<file path="src/rtl/dm_pkg.sv">
package dm_pkg;

    localparam int ID_W   = 8;
    localparam int DEST_W = 32;
    localparam int NIB_W  = 4;

    typedef enum logic [1:0] {
        SH_DEST   = 2'b00,
        SH_SELF   = 2'b01,
        SH_ALL    = 2'b10,
        SH_OTHERS = 2'b11
    } short_e;

    typedef enum logic [1:0] {
        SEL_ID   = 2'b00,
        SEL_LDR  = 2'b01,
        SEL_FMT  = 2'b10,
        SEL_NONE = 2'b11
    } wsel_e;

    localparam logic [NIB_W-1:0] FMT_FLAT    = 4'hF;
    localparam logic [NIB_W-1:0] FMT_CLUSTER = 4'h0;
    localparam logic [ID_W-1:0]  PHYS_BCAST  = 8'hFF;

    typedef struct packed {
        logic [ID_W-1:0]   id;
        logic [DEST_W-1:0] ldr;
        logic [NIB_W-1:0]  model;
    } cfg_t;

    function automatic logic [DEST_W-1:0] wide_ldr(input logic [ID_W-1:0] id);
        logic [DEST_W-1:0] cl;
        logic [DEST_W-1:0] bit1;
        cl   = DEST_W'(id[ID_W-1:NIB_W]) << 20;
        bit1 = DEST_W'(1) << id[NIB_W-1:0];
        return cl | bit1;
    endfunction

endpackage

</file>
<file path="src/rtl/dm_cfg_regs.sv">
module dm_cfg_regs
    import dm_pkg::*;
#(
    parameter logic [ID_W-1:0] RESET_ID = 8'h00
) (
    input  logic              clk,
    input  logic              rst,
    input  logic              ext_mode,
    input  logic              wr_en,
    input  wsel_e             wr_sel,
    input  logic [DEST_W-1:0] wr_data,
    output cfg_t              cfg
);

    logic [ID_W-1:0]   id_q;
    logic [DEST_W-1:0] ldr_q;
    logic [NIB_W-1:0]  fmt_q;
    logic              wr_ok;

    assign wr_ok = wr_en && !ext_mode;

    always_ff @(posedge clk) begin
        if (rst) begin
            id_q  <= RESET_ID;
            ldr_q <= '0;
            fmt_q <= FMT_FLAT;
        end else if (wr_ok) begin
            unique case (wr_sel)
                SEL_ID:   id_q  <= wr_data[DEST_W-1 -: ID_W];
                SEL_LDR:  ldr_q <= wr_data;
                SEL_FMT:  fmt_q <= wr_data[DEST_W-1 -: NIB_W];
                default:  ;
            endcase
        end
    end

    always_comb begin
        cfg.id    = id_q;
        cfg.ldr   = ext_mode ? wide_ldr(id_q) : ldr_q;
        cfg.model = fmt_q;
    end

    AST_EXT_WRITE_BLOCKED: assert property (@(posedge clk) disable iff (rst)
        (ext_mode && wr_en) |=> ($stable(id_q) && $stable(ldr_q) && $stable(fmt_q)));

    AST_FMT_CAPTURE: assert property (@(posedge clk) disable iff (rst)
        (wr_en && !ext_mode && wr_sel == SEL_FMT) |=> (fmt_q == $past(wr_data[DEST_W-1 -: NIB_W])));

    AST_NONE_SEL_INERT: assert property (@(posedge clk) disable iff (rst)
        (wr_en && wr_sel == SEL_NONE) |=> ($stable(id_q) && $stable(ldr_q) && $stable(fmt_q)));

endmodule

</file>
<file path="src/rtl/dm_phys_match.sv">
module dm_phys_match
    import dm_pkg::*;
(
    input  logic              clk,
    input  logic              rst,
    input  logic              ext_mode,
    input  logic [DEST_W-1:0] dest,
    input  logic [ID_W-1:0]   id,
    output logic              hit
);

    logic bcast;
    logic own;

    always_comb begin
        if (ext_mode) begin
            bcast = (dest == DEST_W'(PHYS_BCAST));
            own   = (dest == DEST_W'(id));
        end else begin
            bcast = (dest[ID_W-1:0] == PHYS_BCAST);
            own   = (dest[ID_W-1:0] == id);
        end
        hit = bcast || own;
    end

    AST_PHYS_BCAST_HIT: assert property (@(posedge clk) disable iff (rst)
        (!ext_mode && dest[ID_W-1:0] == 8'hFF) |-> hit);

    AST_EXT_PHYS_ZERO_MISS: assert property (@(posedge clk) disable iff (rst)
        (ext_mode && dest[DEST_W-1:ID_W] != '0) |-> !hit);

endmodule

</file>
<file path="src/rtl/dm_logic_match.sv">
module dm_logic_match
    import dm_pkg::*;
(
    input  logic              clk,
    input  logic              rst,
    input  logic              ext_mode,
    input  logic [DEST_W-1:0] dest,
    input  cfg_t              cfg,
    output logic              hit
);

    logic [ID_W-1:0] lid;
    logic [ID_W-1:0] d8;
    logic            flat_hit;
    logic            clus_hit;
    logic            wide_hit;

    assign lid = cfg.ldr[DEST_W-1 -: ID_W];
    assign d8  = dest[ID_W-1:0];

    always_comb begin
        flat_hit = |(lid & d8);
        clus_hit = (lid[ID_W-1:NIB_W] == d8[ID_W-1:NIB_W]) &&
                   (|(lid[NIB_W-1:0] & d8[NIB_W-1:0]));
        wide_hit = |(cfg.ldr & dest);
        if (ext_mode)
            hit = wide_hit;
        else if (cfg.model == FMT_FLAT)
            hit = flat_hit;
        else if (cfg.model == FMT_CLUSTER)
            hit = clus_hit;
        else
            hit = 1'b0;
    end

    AST_BAD_FORMAT_MISS: assert property (@(posedge clk) disable iff (rst)
        (!ext_mode && cfg.model != 4'hF && cfg.model != 4'h0) |-> !hit);

    AST_ZERO_DEST_MISS: assert property (@(posedge clk) disable iff (rst)
        (dest == '0) |-> !hit);

endmodule

</file>
<file path="src/rtl/dest_match_unit.sv">
module dest_match_unit
    import dm_pkg::*;
#(
    parameter logic [7:0] RESET_ID = 8'h03
) (
    input  logic        clk,
    input  logic        rst,
    input  logic        ext_mode,
    input  logic        wr_en,
    input  logic [1:0]  wr_sel,
    input  logic [31:0] wr_data,
    input  logic [31:0] msg_dest,
    input  logic        msg_logical,
    input  logic [1:0]  msg_short,
    input  logic        msg_from_self,
    output logic        match
);

    cfg_t   cfg;
    logic   phys_hit;
    logic   logic_hit;
    short_e sh;

    assign sh = short_e'(msg_short);

    dm_cfg_regs #(.RESET_ID(RESET_ID)) regs_i (
        .clk      (clk),
        .rst      (rst),
        .ext_mode (ext_mode),
        .wr_en    (wr_en),
        .wr_sel   (wsel_e'(wr_sel)),
        .wr_data  (wr_data),
        .cfg      (cfg)
    );

    dm_phys_match phys_i (
        .clk      (clk),
        .rst      (rst),
        .ext_mode (ext_mode),
        .dest     (msg_dest),
        .id       (cfg.id),
        .hit      (phys_hit)
    );

    dm_logic_match logic_i (
        .clk      (clk),
        .rst      (rst),
        .ext_mode (ext_mode),
        .dest     (msg_dest),
        .cfg      (cfg),
        .hit      (logic_hit)
    );

    always_comb begin
        unique case (sh)
            SH_DEST:   match = msg_logical ? logic_hit : phys_hit;
            SH_SELF:   match = msg_from_self;
            SH_ALL:    match = 1'b1;
            SH_OTHERS: match = !msg_from_self;
            default:   match = 1'b0;
        endcase
    end

    AST_SHORT_ADDR: assert property (@(posedge clk) disable iff (rst)
        (msg_short == 2'b00 && !msg_logical) |-> (match == phys_hit));

    AST_SHORT_SELF: assert property (@(posedge clk) disable iff (rst)
        (msg_short == 2'b01) |-> (match == msg_from_self));

    AST_SHORT_ALL: assert property (@(posedge clk) disable iff (rst)
        (msg_short == 2'b10) |-> match);

    AST_SHORT_OTHERS: assert property (@(posedge clk) disable iff (rst)
        (msg_short == 2'b11) |-> (match != msg_from_self));

endmodule

</file>
<file path="config.mk">
export PLATFORM = sky130hd
export DESIGN_NAME = dest_match_unit
export DESIGN_NICKNAME = d
export VERILOG_FILES = /design/src/rtl/dm_pkg.sv /design/src/rtl/dm_cfg_regs.sv /design/src/rtl/dm_phys_match.sv /design/src/rtl/dm_logic_match.sv /design/src/rtl/dest_match_unit.sv
export SDC_FILE = /design/constraint.sdc
export NUM_CORES = 1
export LEC_CHECK = 0
export ABC_AREA = 1
export BUFFER_PORTS_ARGS = -buffer_cell sky130_fd_sc_hd__buf_2
export CELL_PAD_IN_SITES_DETAIL_PLACEMENT = 0
export CELL_PAD_IN_SITES_GLOBAL_PLACEMENT = 2
export CORE_MARGIN = 2
export CORE_UTILIZATION = 29
export CTS_BUF_LIST = sky130_fd_sc_hd__clkbuf_8
export DETAILED_ROUTE_END_ITERATION = 8
export PLACE_DENSITY = 0.95
export SYNTH_ARGS = -nofsm -noshare
export SYNTH_HDL_FRONTEND = slang
export SYNTH_HIERARCHICAL = 1
export SYNTH_SLANG_ARGS = --single-unit
</file>
<file path="constraint.sdc">
create_clock -name clk -period 2.8 [get_ports clk]
set_input_delay 0.14 -clock clk [delete_from_list [all_inputs] [get_ports clk]]
set_output_delay 0.14 -clock clk [all_outputs]
set_load 0.02 [all_outputs]
</file>
After elaboration in Yosys (flattened, before gate mapping)
Index checks and enable logic that the tools add are counted.
Storage, ports and cells
  register bits after elaboration: 44
  input bits: 74
  output and inout bits: 1
  logic and storage cells: 41
Operators by class
  equal/unequal tests: 11
  shift operators: 1
  multiplexer cells: 8
  bitwise operators: 4
  reductions and logical operators: 14
Operator list (number)
  bitwise AND 32 bit: 1
  equality test 32 x 8 -> 1 bit: 1
  equality test 32 x 8 -> 1 bit, second input constant: 1
  2-to-1 mux 32 bit: 1
  OR 24 x 32 -> 32 bit: 1
  OR reduction 32 bit: 1
  << shifter 1 x 4 -> 32 bit, first input constant: 1
  bitwise AND 8 bit: 1
  equality test 8 bit: 1
  equality test 8 bit, second input constant: 1
  OR reduction 8 bit: 1
  equality test 2 bit, second input constant: 3
  2-to-1 mux 1 bit: 6
  AND reduction 2 bit: 3
  bitwise AND 4 bit: 1
  equality test 2 x 1 -> 1 bit, second input constant: 2
  equality test 4 bit: 1
  equality test 4 bit, second input constant: 1
  zero test 2 bit: 2
  zero test 4 bit: 1
  one-hot mux 1 bit (4 select lines): 1
  OR reduction 4 bit: 1
  logical AND 1 bit: 2
  zero test 1 bit: 2
  logical OR 1 bit: 1

Depth between registers and ports, before layout
Gate-level depths: netlist of the first run.
  word-level depth: 11
  gate-level depth with buffers: 17
  depth with buffers taken out: 15

Hierarchy
The synthesis of the first run kept the hierarchy.
Modules (own cells, without submodules)
  dm_cfg_regs: times used 1, cells each 362, area each 2274.7 µm², seq. area each 880.8 µm²
  dm_logic_match: times used 1, cells each 91, area each 395.4 µm², seq. area each 0.0 µm²
  dm_phys_match: times used 1, cells each 75, area each 297.8 µm², seq. area each 0.0 µm²
  dest_match_unit: times used 1, cells each 12, area each 47.5 µm², seq. area each 0.0 µm²

Worst setup path after synthesis of the first run
No wires, ideal clock.
  path kind: input -> output
  start point: input port ext_mode
  end point: output port match
  arrival time: 1597 ps
  slack: 1063 ps
  cell stages on the path: 13
  buffers on the path: 2
  path through: buf_6 > clkbuf_1 > nor2_1 > ha_1 > nor2_1 > nand2_1 > o21bai_2 > nand3_1 > nand2_1 > nand2_1 > o21ai_0 > nand2_1 > nand2_1
RTL lines
  from (decl): RTL line dest_match_unit.sv:8  | input logic ext_mode,
  to (decl): RTL line dest_match_unit.sv:16  | output logic match

==> impl_metrics.yaml, run 1 <==
run_status:
  outcome: "finished clean"
finish:
  diodes: 0
  fin_util_pct: 35.0
  multi_input_area_um2: 1730
  final-seq-area_um2: 881
  drive_above_1_share_pct: 17.4
  fillCellCount: 1183
  synthToLayoutAreaGrowth_pct: 18.8
  finalNetCount: 681
synthesis:
  synth_nets: 618
  synth_top_area_share_pct: 29.2
  ys_seq_elements: 44
  yosysWarnings: 6
  yosys.area.top_type: "dfxtp_1"
  synth_area_per_cell_um2: 5.58
  ys_top_cells_by_area: "dfxtp_1, nand2_1, nor2_1"
  ys_seq_area_share_pct: 29.2
  syn-cell-area_um2: 3020
  syn_inst: 540
  synth_cell_type_count: 21
sta:
  fmax_mhz: 426
  finalHoldViolations: 0
  holdWs_ns: 0.107
  maxSlewViolCount: 0
  setup_violations: 0
  clock_skew_ns: 0
  period_needed_ns: 2.35
  setup_tns_ns: 0
  fin_crit_sh_pct: 83.8
  rsz0062_at_grt: "false"
  worst_pin_slew_ns: 0.716
  relSlewSlack_pct: 52.1
die:
  rows: 37
  die-area_um2: 11200
  dieHeight_um: 106
  ioPinCount: 75
  initial_core_util_pct: 29.5
  die_w_um: 106
  core-area_um2: 10200
grt:
  antenna_found_initial: 0
  grt_usage_pct: 15.7
  grt-ovfl-total: 0
  grt_pass1_wl_um: 14300
  grt_pass1_vias: 3059
  grt_max_degree: 45
critical_path:
  endpoint_kind: "output pin"
  reg2reg_depth: 2
  critPathArrivalTime_ns: 2.21
  worstSetupPathType: "input pin to output pin"
  startpoint_type: "input pin"
  worstPathRequired_ns: 2.66
  crit_fanout: 22
placement:
  hpwl_um: 6590
  place.gp.congestion: 0.847
  portBuffers: 74
routing:
  dr.pass1.iters: 5
  routed_wl_um: 8320
  num_vias: 3252
  drc: 0
  wl_per_cell_um: 11.2
  ant_nets: 0
  viasPerCell: 4.39
  drt_iter0_markers: 120
cts:
  clk_pin_slew_ns: 0.07
  cts.path.max_buffers: 2
  holdBufCountCts: 0
  insertion_delay_ns: 0.29
  h-tree-depth: 2
  cts_sinks: 44
  numCtsBuffers: 5
  cts_tree: "done"
  root_buffer: "clkbuf_8"
  cts-resized-gates: 0
  cts_setup_buffers: 0
run:
  drv_cap: 0
pwr:
  p_per_area_nw_per_um2: 405
  vdd_drop_max_uv: 191
  p_leak_nw: 1.89
worst_hold_path:
  worstHoldPathType: "input pin to flop"
  hold_depth: 3
[placed cells by master, fill, tap and decap left out]
master     netlist  layout
o21bai_2         1       1
nor2_1         124     124
nand2_1        174     174
nor3_2           1       1
nand4_1          2       2
o21ai_2          8       8
inv_1           70      70
a21oi_1          8       8
dfxtp_1         44      44
o21ai_0          9       9
nand2_2          1       1
inv_2            3       3
nor2_4           3       3
clkbuf_8         0       7
bufinv_16        0       1
nand3_1         62      62
ha_1             4       4
or2_1            1       1
nor2_2           3       3
buf_4            0       3
buf_2           12      74
clkinv_1         1       1
[metal layers]
metal / GRT usage [%] / part of all wire, % / vias to the layer above
met5: 0 / 0 / -
met4: 4.98 / 1.6 / 0
met3: 2.27 / 5.1 / 8
met2: 24.7 / 42 / 77
met1: 22.2 / 51 / 1408
li1: - / - / 1759
[cell usage after synthesis, drive strengths merged]
| master | instances |
|---|---|
| clkinv | 1 |
| a21oi | 8 |
| clkbuf | 5 |
| inv | 73 |
| dfxtp | 44 |
| nand4 | 2 |
| nor3 | 1 |
| ha | 4 |
| nor2 | 130 |
| o21ai | 17 |
| or2 | 1 |
| nand3 | 62 |
| nand2 | 175 |
| buf | 16 |
| o21bai | 1 |
[worst max-delay path: stages]
cell and delay [ns]:
buf_2 0.36, inv_2 0.26, or2_1 0.42, o21ai_2 0.18, nand2_1 0.07, nand2_1 0.06
nor2_1 0.04, nand2_1 0.05, nor2_1 0.04, nand2_1 0.06, nand2_1 0.04, nand2_1 0.07
nand2_1 0.04, o21ai_0 0.06, nand2_1 0.06, nand2_1 0.07, buf_2 0.16
[per-stage QoR]
stage | power (mW) | worst slack (ns) | instance area (um^2) | cells
after CTS | 1.46 | 0.443 | 3580 | 740
final | 1.45 | 0.454 | 3580 | 740
after detailed placement | 0.948 | 0.447 | 3450 | 732
after floorplan | 0.843 | 1.06 | 3020 | 540
after global placement | 0.943 | 0.539 | 3450 | 732
after global routing | 1.53 | 0.220 | 3580 | 740
[sequential cells by signal, indices dropped and copies added, names as in the netlist]
signal / count
regs_i/ldr_q: 32
regs_i/id_q: 8
regs_i/fmt_q: 4
[power by group]
| group | switching (mW) | internal, mW | leakage [nW] |
|---|---|---|---|
| Sequential | 0.0179 | 0.647 | 0.358 |
| Combinational | 0.162 | 0.103 | 1.46 |
| Clock | 0.204 | 0.315 | 0.0645 |
[cell type report]
cell class	instances	area share [%]
multi-input combinational	401	48.4
sequential	44	24.6
timing repair buffer	77	11.0
inverter	74	7.76
tap	136	4.75
clock buffer	7	2.69
clock inverter	1	0.839
[path summary, 6_finish.rpt]
path                           startpoint                            to  slack (ns)
max reg2reg   regs_i/id_q[2]$_SDFFE_PP0P_   regs_i/id_q[2]$_SDFFE_PP0P_        2.04
min                           wr_data[25]   regs_i/id_q[1]$_SDFFE_PP1P_        0.11
min reg2reg  regs_i/fmt_q[2]$_SDFFE_PP1P_  regs_i/fmt_q[2]$_SDFFE_PP1P_        0.48
max                              ext_mode                         match        0.45
[cell families (layout without fill, tap and decap cells)]
group,Yosys count,count (layout),synth area share [%]
adder cells (fa/ha/maj),4,4,1.66
AO/OA/AOI/OAI,26,26,5.52
buffers and inverters,95,159,13.3
AND/OR/NAND/NOR,371,371,50.3
flip-flops,44,44,29.2
Power figures use the tool's default switching activity.
==> run 2: changes to the inputs <==
--- a/config.mk
+++ b/config.mk
@@ -5,7 +5,7 @@
 export SDC_FILE = /design/constraint.sdc
 export NUM_CORES = 1
 export LEC_CHECK = 0
-export ABC_AREA = 1
+export ABC_AREA = 0
 export BUFFER_PORTS_ARGS = -buffer_cell sky130_fd_sc_hd__buf_2
 export CELL_PAD_IN_SITES_DETAIL_PLACEMENT = 0
 export CELL_PAD_IN_SITES_GLOBAL_PLACEMENT = 2
@@ -13,7 +13,7 @@
 export CORE_UTILIZATION = 29
 export CTS_BUF_LIST = sky130_fd_sc_hd__clkbuf_8
 export DETAILED_ROUTE_END_ITERATION = 8
-export PLACE_DENSITY = 0.95
+export PLACE_DENSITY = 0.87
 export SYNTH_ARGS = -nofsm -noshare
 export SYNTH_HDL_FRONTEND = slang
 export SYNTH_HIERARCHICAL = 1
==> constraint.sdc (replaced) <==
create_clock -name clk -period 2 [get_ports clk]
set_input_delay 0.1 -clock clk [delete_from_list [all_inputs] [get_ports clk]]
set_output_delay 0.1 -clock clk [all_outputs]
set_load 0.02 [all_outputs]
==> impl_metrics.yaml, run 2 <==
cts:
  cts_tree: "done"
  holdBufCountCts: 0
  h-tree-depth: 2
  cts_sinks: 44
  clk_pin_slew_ns: 0.09
  cts.path.max_buffers: 2
  insertion_delay_ns: 0.30
  root_buffer: "clkbuf_8"
  numCtsBuffers: 5
synthesis:
  async_reset_ff_share_pct: 0
  synth_enable_flop_cells: 0
  synth_area_per_cell_um2: 9.20
  ys.flop_type: "dfxtp_1"
  ys_top_cells_by_area: "dfxtp_1, mux2i_1, nand2b_1"
  syn-cell-area_um2: 2840
  yosys-top-cells-count: "nand2b_1, mux2i_1, dfxtp_1"
  ys_seq_elements: 44
  yosysMostFrequentCell: "nand2b_1"
  yosys.area.top_type: "dfxtp_1"
  synth_nets: 387
  ys_seq_area_share_pct: 31.0
  synth_top_area_share_pct: 31.0
  yosysWarnings: 6
  syn_inst: 309
  synth_cell_type_count: 37
run:
  drv_cap: 0
grt:
  grt_pass1_wl_um: 13300
  met2_usage_pct: 25.7
  met1_usage_pct: 24.1
  grt_usage_pct: 16.5
  gr-max-usage-layer: "met2"
  grt_max_degree: 83
  grt_pass1_vias: 2573
  grt-ovfl-total: 0
  antenna_found_initial: 0
  met3_usage_pct: 2.17
run_status:
  outcome: "complete, but fails checks"
  violations: "setup timing"
die:
  initial_core_util_pct: 29.5
  dieHeight_um: 103
  die-area_um2: 10600
  core-area_um2: 9640
  die_w_um: 103
  rows: 36
  ioPinCount: 75
routing:
  num_vias: 2583
  routed_wl_um: 8580
  wl_per_cell_um: 15.8
  ant_nets: 0
  dr.pass1.iters: 4
  viasPerCell: 4.76
  drt_iter0_markers: 97
  drc: 0
finish:
  finalNetCount: 487
  fin_util_pct: 39.0
  top_register: "regs_i/ldr_q"
  layout_commonest_cell: "buf_2"
  mostFrequentLayoutCells: "buf_2, nand2b_1, mux2i_1"
  final_area_um2: 3760
  synthToLayoutAreaGrowth_pct: 32.5
  drive_above_1_share_pct: 37.6
  layoutNonFillerInstCount: 543
  diodes: 0
  fillCellCount: 1026
  largestRegisters: "regs_i/ldr_q: 32 flops, regs_i/id_q: 8 flops, regs_i/fmt_q: 4 flops"
  largest_register_ff_count: 32
sta:
  timing.final.ws_setup_ns: -0.527
  maxSlewViolCount: 0
  fmax_mhz: 396
  fin_crit_sh_pct: 126
  setup_violations: 1
  worst_pin_slew_ns: 0.582
  period_needed_ns: 2.53
  rsz0062_at_grt: "true"
  holdWs_ns: 0.0404
  relSlewSlack_pct: 61.2
  clock_skew_ns: 0
  finalHoldViolations: 0
pwr:
  p_leak_nw: 1.57
  clockPowerShare_pct: 32.9
  p_seq_share_pct: 48.9
  internal_power_mw: 1.35
  swShare_pct: 27.4
  p_switching_mw: 0.508
  p_per_area_nw_per_um2: 492
  vdd_drop_max_uv: 209
  power_frac_comb_pct: 18.2
critical_path:
  worstPathRequired_ns: 1.90
  timing.rr.start: "regs_i/id_q[1]$_SDFFE_PP1P_"
  crit_path_start: "regs_i/id_q[2]$_SDFFE_PP0P_"
  endpoint_kind: "output pin"
  worstSetupEndpoint: "match"
  r2r_slack_ns: 1.19
  reg2reg_depth: 3
  timing.rr.end: "regs_i/id_q[1]$_SDFFE_PP1P_"
  crit_fanout: 5
  critPathArrivalTime_ns: 2.43
  worstSetupPathType: "flop to output pin"
  startpoint_type: "flop"
placement:
  place.gp.congestion: 0.911
  portBuffers: 74
  pre_cts_ws_ns: -0.427
  placed_cell_area_um2: 3560
  hpwl_um: 6880
  dp.cells: 532
worst_hold_path:
  worstHoldPathType: "input pin to flop"
-- run 2: power groups by stage --
stage / clock network, mW / logic (mW) / registers, mW
after floorplan: 0 / 0.170 / 0.925
after global placement: 0 / 0.325 / 0.929
after detailed placement: 0 / 0.327 / 0.929
after CTS: 0.622 / 0.333 / 0.907
after global routing: 0.657 / 0.370 / 0.909
final: 0.609 / 0.338 / 0.906
-- run 2: how the worst min path moves through the flow --
stage	start	endpoint	slack, ns	cells after the start
after floorplan	wr_data[0]	regs_i/ldr_q[0]$_SDFFE_PP0P_	0.26	2
after global placement	wr_data[21]	regs_i/ldr_q[21]$_SDFFE_PP0P_	0.37	3
after detailed placement	wr_data[0]	regs_i/ldr_q[0]$_SDFFE_PP0P_	0.37	3
after CTS	wr_data[14]	regs_i/ldr_q[14]$_SDFFE_PP0P_	0.04	3
after global routing	wr_data[16]	regs_i/ldr_q[16]$_SDFFE_PP0P_	0.05	3
final	wr_data[14]	regs_i/ldr_q[14]$_SDFFE_PP0P_	0.04	3
-- run 2: area by class of cell --
class	instances	area, um^2	share of cell area, %
Multi-Input combinational cell	244	1930	51.2
Sequential cell	44	893	23.7
Timing Repair Buffer	113	677	18.0
Tap cell	133	166	4.42
Clock buffer	6	82.6	2.19
Clock inverter	2	15.0	0.399
Inverter	1	3.75	0.0997
-- run 2: layer usage --
metal	part of all wire, %	wire length (um)	up-vias
met5	0	0	-
met4	1.1	92	0
met3	5.4	466	9
met2	43	3710	70
met1	50	4310	1196
li1	-	-	1308
-- run 2: critical path, cell delays in order (launching register included) --
cell and delay (ns):
dfxtp_4 0.38, nor2b_1 0.16, a41o_1 0.26, a22o_1 0.25
a221oi_2 0.18, nand4_1 0.14, o31a_1 0.34, mux2i_1 0.17
a22oi_2 0.11, buf_6 0.14
-- run 2: cell families after synthesis --
group / after synthesis / synth area share, %
multiplexers: 50 / 17.8
buffers and inverters: 21 / 3.92
AND/OR/NAND/NOR: 143 / 31.0
AO/OA/AOI/OAI: 38 / 11.8
XOR/XNOR: 9 / 2.77
adder cells (fa/ha/maj): 4 / 1.76
flip-flops: 44 / 31.0
-- run 2: timing repair --
item	CTS	global route
buffers inserted	2	1
gates resized for setup	13	9
pin swaps	6	6
endpoints found under the setup margin	1	1
-- run 2: per-stage QoR --
stage / power (mW) / TNS [ns]
finish: 1.85 / -0.527
global route: 1.94 / -0.631
CTS: 1.86 / -0.518
detailed placement: 1.26 / -0.427
global placement: 1.25 / -0.435
floorplan: 1.09 / -0.0237
==> run 3: changes to the inputs <==
--- a/config.mk
+++ b/config.mk
@@ -10,11 +10,10 @@
 export CELL_PAD_IN_SITES_DETAIL_PLACEMENT = 0
 export CELL_PAD_IN_SITES_GLOBAL_PLACEMENT = 2
 export CORE_MARGIN = 2
-export CORE_UTILIZATION = 29
+export CORE_UTILIZATION = 22
 export CTS_BUF_LIST = sky130_fd_sc_hd__clkbuf_8
 export DETAILED_ROUTE_END_ITERATION = 8
 export PLACE_DENSITY = 0.87
 export SYNTH_ARGS = -nofsm -noshare
 export SYNTH_HDL_FRONTEND = slang
-export SYNTH_HIERARCHICAL = 1
 export SYNTH_SLANG_ARGS = --single-unit
==> impl_metrics.yaml, run 3 <==
pwr:
  swShare_pct: 26.9
  power_frac_comb_pct: 20.7
  finalPower_mw: 0.897
  p_per_area_nw_per_um2: 483
  vdd_drop_max_uv: 275
  clockPowerShare_pct: 30.3
  internal_power_mw: 0.656
  p_seq_share_pct: 49.0
  p_switching_mw: 0.241
  p_leak_nw: 0.728
sta:
  worst_pin_slew_ns: 0.615
  finalHoldViolations: 0
  period_needed_ns: 1.98
  maxSlewViolCount: 0
  clock_skew_ns: 0
  relSlewSlack_pct: 58.8
  setup_tns_ns: 0
  fin_crit_sh_pct: 99.1
  setup_violations: 0
  holdWs_ns: 0.0697
  fmax_mhz: 505
  rsz0062_at_grt: "true"
synthesis:
  yosys-top-cells-count: "nand2_1, dfxtp_1, nor2_1"
  ys_seq_elements: 21
  yosysMostFrequentCell: "nand2_1"
  syn_inst: 172
  yosys.area.top_type: "dfxtp_1"
  ys_seq_area_share_pct: 29.8
  async_reset_ff_share_pct: 0
  ys_top_cells_by_area: "dfxtp_1, nand2_1, mux2i_1"
  ys.flop_type: "dfxtp_1"
  synth_top_area_share_pct: 29.8
  yosysWarnings: 0
  synth_area_per_cell_um2: 8.20
  synth_nets: 250
  synth_cell_type_count: 45
  syn-cell-area_um2: 1410
  synth_enable_flop_cells: 0
run:
  drv_cap: 0
cts:
  cts.path.max_buffers: 2
  h-tree-depth: 1
  holdBufCountCts: 0
  insertion_delay_ns: 0.26
  clk_pin_slew_ns: 0.08
  numCtsBuffers: 3
  cts_tree: "done"
  root_buffer: "clkbuf_8"
  cts_sinks: 21
routing:
  drt_iter0_markers: 61
  routed_wl_um: 3970
  wl_per_cell_um: 13.6
  dr.pass1.iters: 4
  drc: 0
  viasPerCell: 4.72
  ant_nets: 0
  num_vias: 1379
worst_hold_path:
  min_from: "wr_data[24]"
  worstHoldPathType: "input pin to flop"
  hold_depth: 2
  min_to: "regs_i.id_q[0]$_SDFFE_PP1P_"
die:
  rows: 29
  die_w_um: 84.1
  die-area_um2: 7070
  initial_core_util_pct: 22.5
  dieHeight_um: 84.1
  core-area_um2: 6280
  ioPinCount: 75
critical_path:
  timing.rr.start: "regs_i.id_q[1]$_SDFFE_PP1P_"
  reg2reg_depth: 2
  r2r_slack_ns: 1.10
  worstSetupPathType: "flop to output pin"
  worstPathRequired_ns: 1.90
  timing.rr.end: "regs_i.id_q[1]$_SDFFE_PP1P_"
  startpoint_type: "flop"
  crit_fanout: 2
  endpoint_kind: "output pin"
  critPathArrivalTime_ns: 1.88
finish:
  layout_commonest_cell: "buf_2"
  fillCellCount: 698
  synthToLayoutAreaGrowth_pct: 31.8
  finalNetCount: 294
  top_register: "regs_i.ldr_q"
  fin_util_pct: 29.6
  mostFrequentLayoutCells: "buf_2, nand2_1, dfxtp_1"
  drive_above_1_share_pct: 37.2
  diodes: 0
  largest_register_ff_count: 9
  largestRegisters: "regs_i.ldr_q: 9 flops, regs_i.id_q: 8 flops, regs_i.fmt_q: 4 flops"
grt:
  grt-ovfl-total: 0
  grt_pass1_wl_um: 6560
  grt_usage_pct: 11.1
  grt_pass1_vias: 1325
  antenna_found_initial: 0
  grt_max_degree: 22
placement:
  portBuffers: 51
  hpwl_um: 3180
  place.gp.congestion: 0.751
run_status:
  outcome: "finished clean"
[run 3: cell count changes after synthesis, sizes merged, moves of 23 or more]
cell / previous run / this run
nand2: 1 / 24
nor2b: 31 / 8
nand2b: 70 / 1
dfxtp: 44 / 21
mux2i: 46 / 8
[run 3: cell families (layout without fill, tap and decap cells)]
logic type | after synthesis | count (layout) | synth area share [%]
muxes | 9 | 9 | 6.48
and+or+nand+nor | 79 | 79 | 31.7
DFF | 21 | 21 | 29.8
xor gates and xnor gates | 9 | 9 | 5.59
adders and majority gates | 4 | 4 | 3.55
AOI/OAI and AO/OA | 33 | 33 | 17.0
buffers and inverters | 17 | 60 | 5.86
[run 3: repair_timing]
action | in CTS | in global routing
gates resized for setup | 17 | 5
hold endpoints to repair | 0 | 0
setup endpoints to repair | 1 | 1
pin swaps | 6 | 6
buffers inserted | 0 | 1
[run 3: per-layer routing]
layer / vias to the layer above / GRT usage, % / share of wire (%)
met1: 627 / 16.5 / 52
met5: - / 0 / 0
met4: 0 / 1.76 / 0.30
met3: 2 / 1.78 / 5.0
met2: 39 / 17.0 / 43
li1: 711 / - / -
[run 3: cell type report]
type / instances / area (um^2) / area share [%]
clock buffer: 3 / 41.3 / 2.22
clock inverter: 1 / 5.00 / 0.269
inverter: 1 / 3.75 / 0.202
multi-input combinational: 134 / 991 / 53.3
sequential: 21 / 433 / 23.3
tap: 77 / 96.3 / 5.19
timing repair buffer: 55 / 288 / 15.5
[run 3: how the worst max path moves through the flow]
stage	startpoint	end	slack [ns]	cells past startpoint
floorplan	regs_i.ldr_q[29]$_SDFFE_PP0P_	match	0.31	7
global placement	regs_i.id_q[2]$_SDFFE_PP0P_	match	0.15	6
detailed placement	regs_i.id_q[2]$_SDFFE_PP0P_	match	0.15	6
CTS	regs_i.ldr_q[30]$_SDFFE_PP0P_	match	-0.003	8
global route	regs_i.ldr_q[30]$_SDFFE_PP0P_	match	-0.10	8
finish	regs_i.ldr_q[28]$_SDFFE_PP0P_	match	0.02	8
[run 3: worst max-delay path, stage by stage, from the launching register on]
cell	delay, ns
dfxtp_2	0.34
nor2b_4	0.15
ha_4	0.21
nor4_4	0.27
nand2_1	0.09
a21oi_2	0.16
o311ai_1	0.09
o2bb2ai_1	0.15
buf_4	0.16
[run 3: stage by stage]
stage | instances | setup slack, ns | area, um^2
3_5_place_dp | 287 | 0.148 | 1710
6_report | 292 | 0.0179 | 1860
5_1_grt | 292 | -0.101 | 1860
3_3_place_gp | 287 | 0.150 | 1710
4_1_cts | 291 | -0.00257 | 1820
2_1_floorplan | 172 | 0.313 | 1410
[run 3: power groups by stage]
stage / clock network [mW] / logic (mW) / registers, mW
floorplan: 0 / 0.0891 / 0.443
global placement: 0 / 0.170 / 0.450
detailed placement: 0 / 0.171 / 0.450
CTS: 0.279 / 0.184 / 0.440
global route: 0.294 / 0.206 / 0.441
finish: 0.272 / 0.186 / 0.439
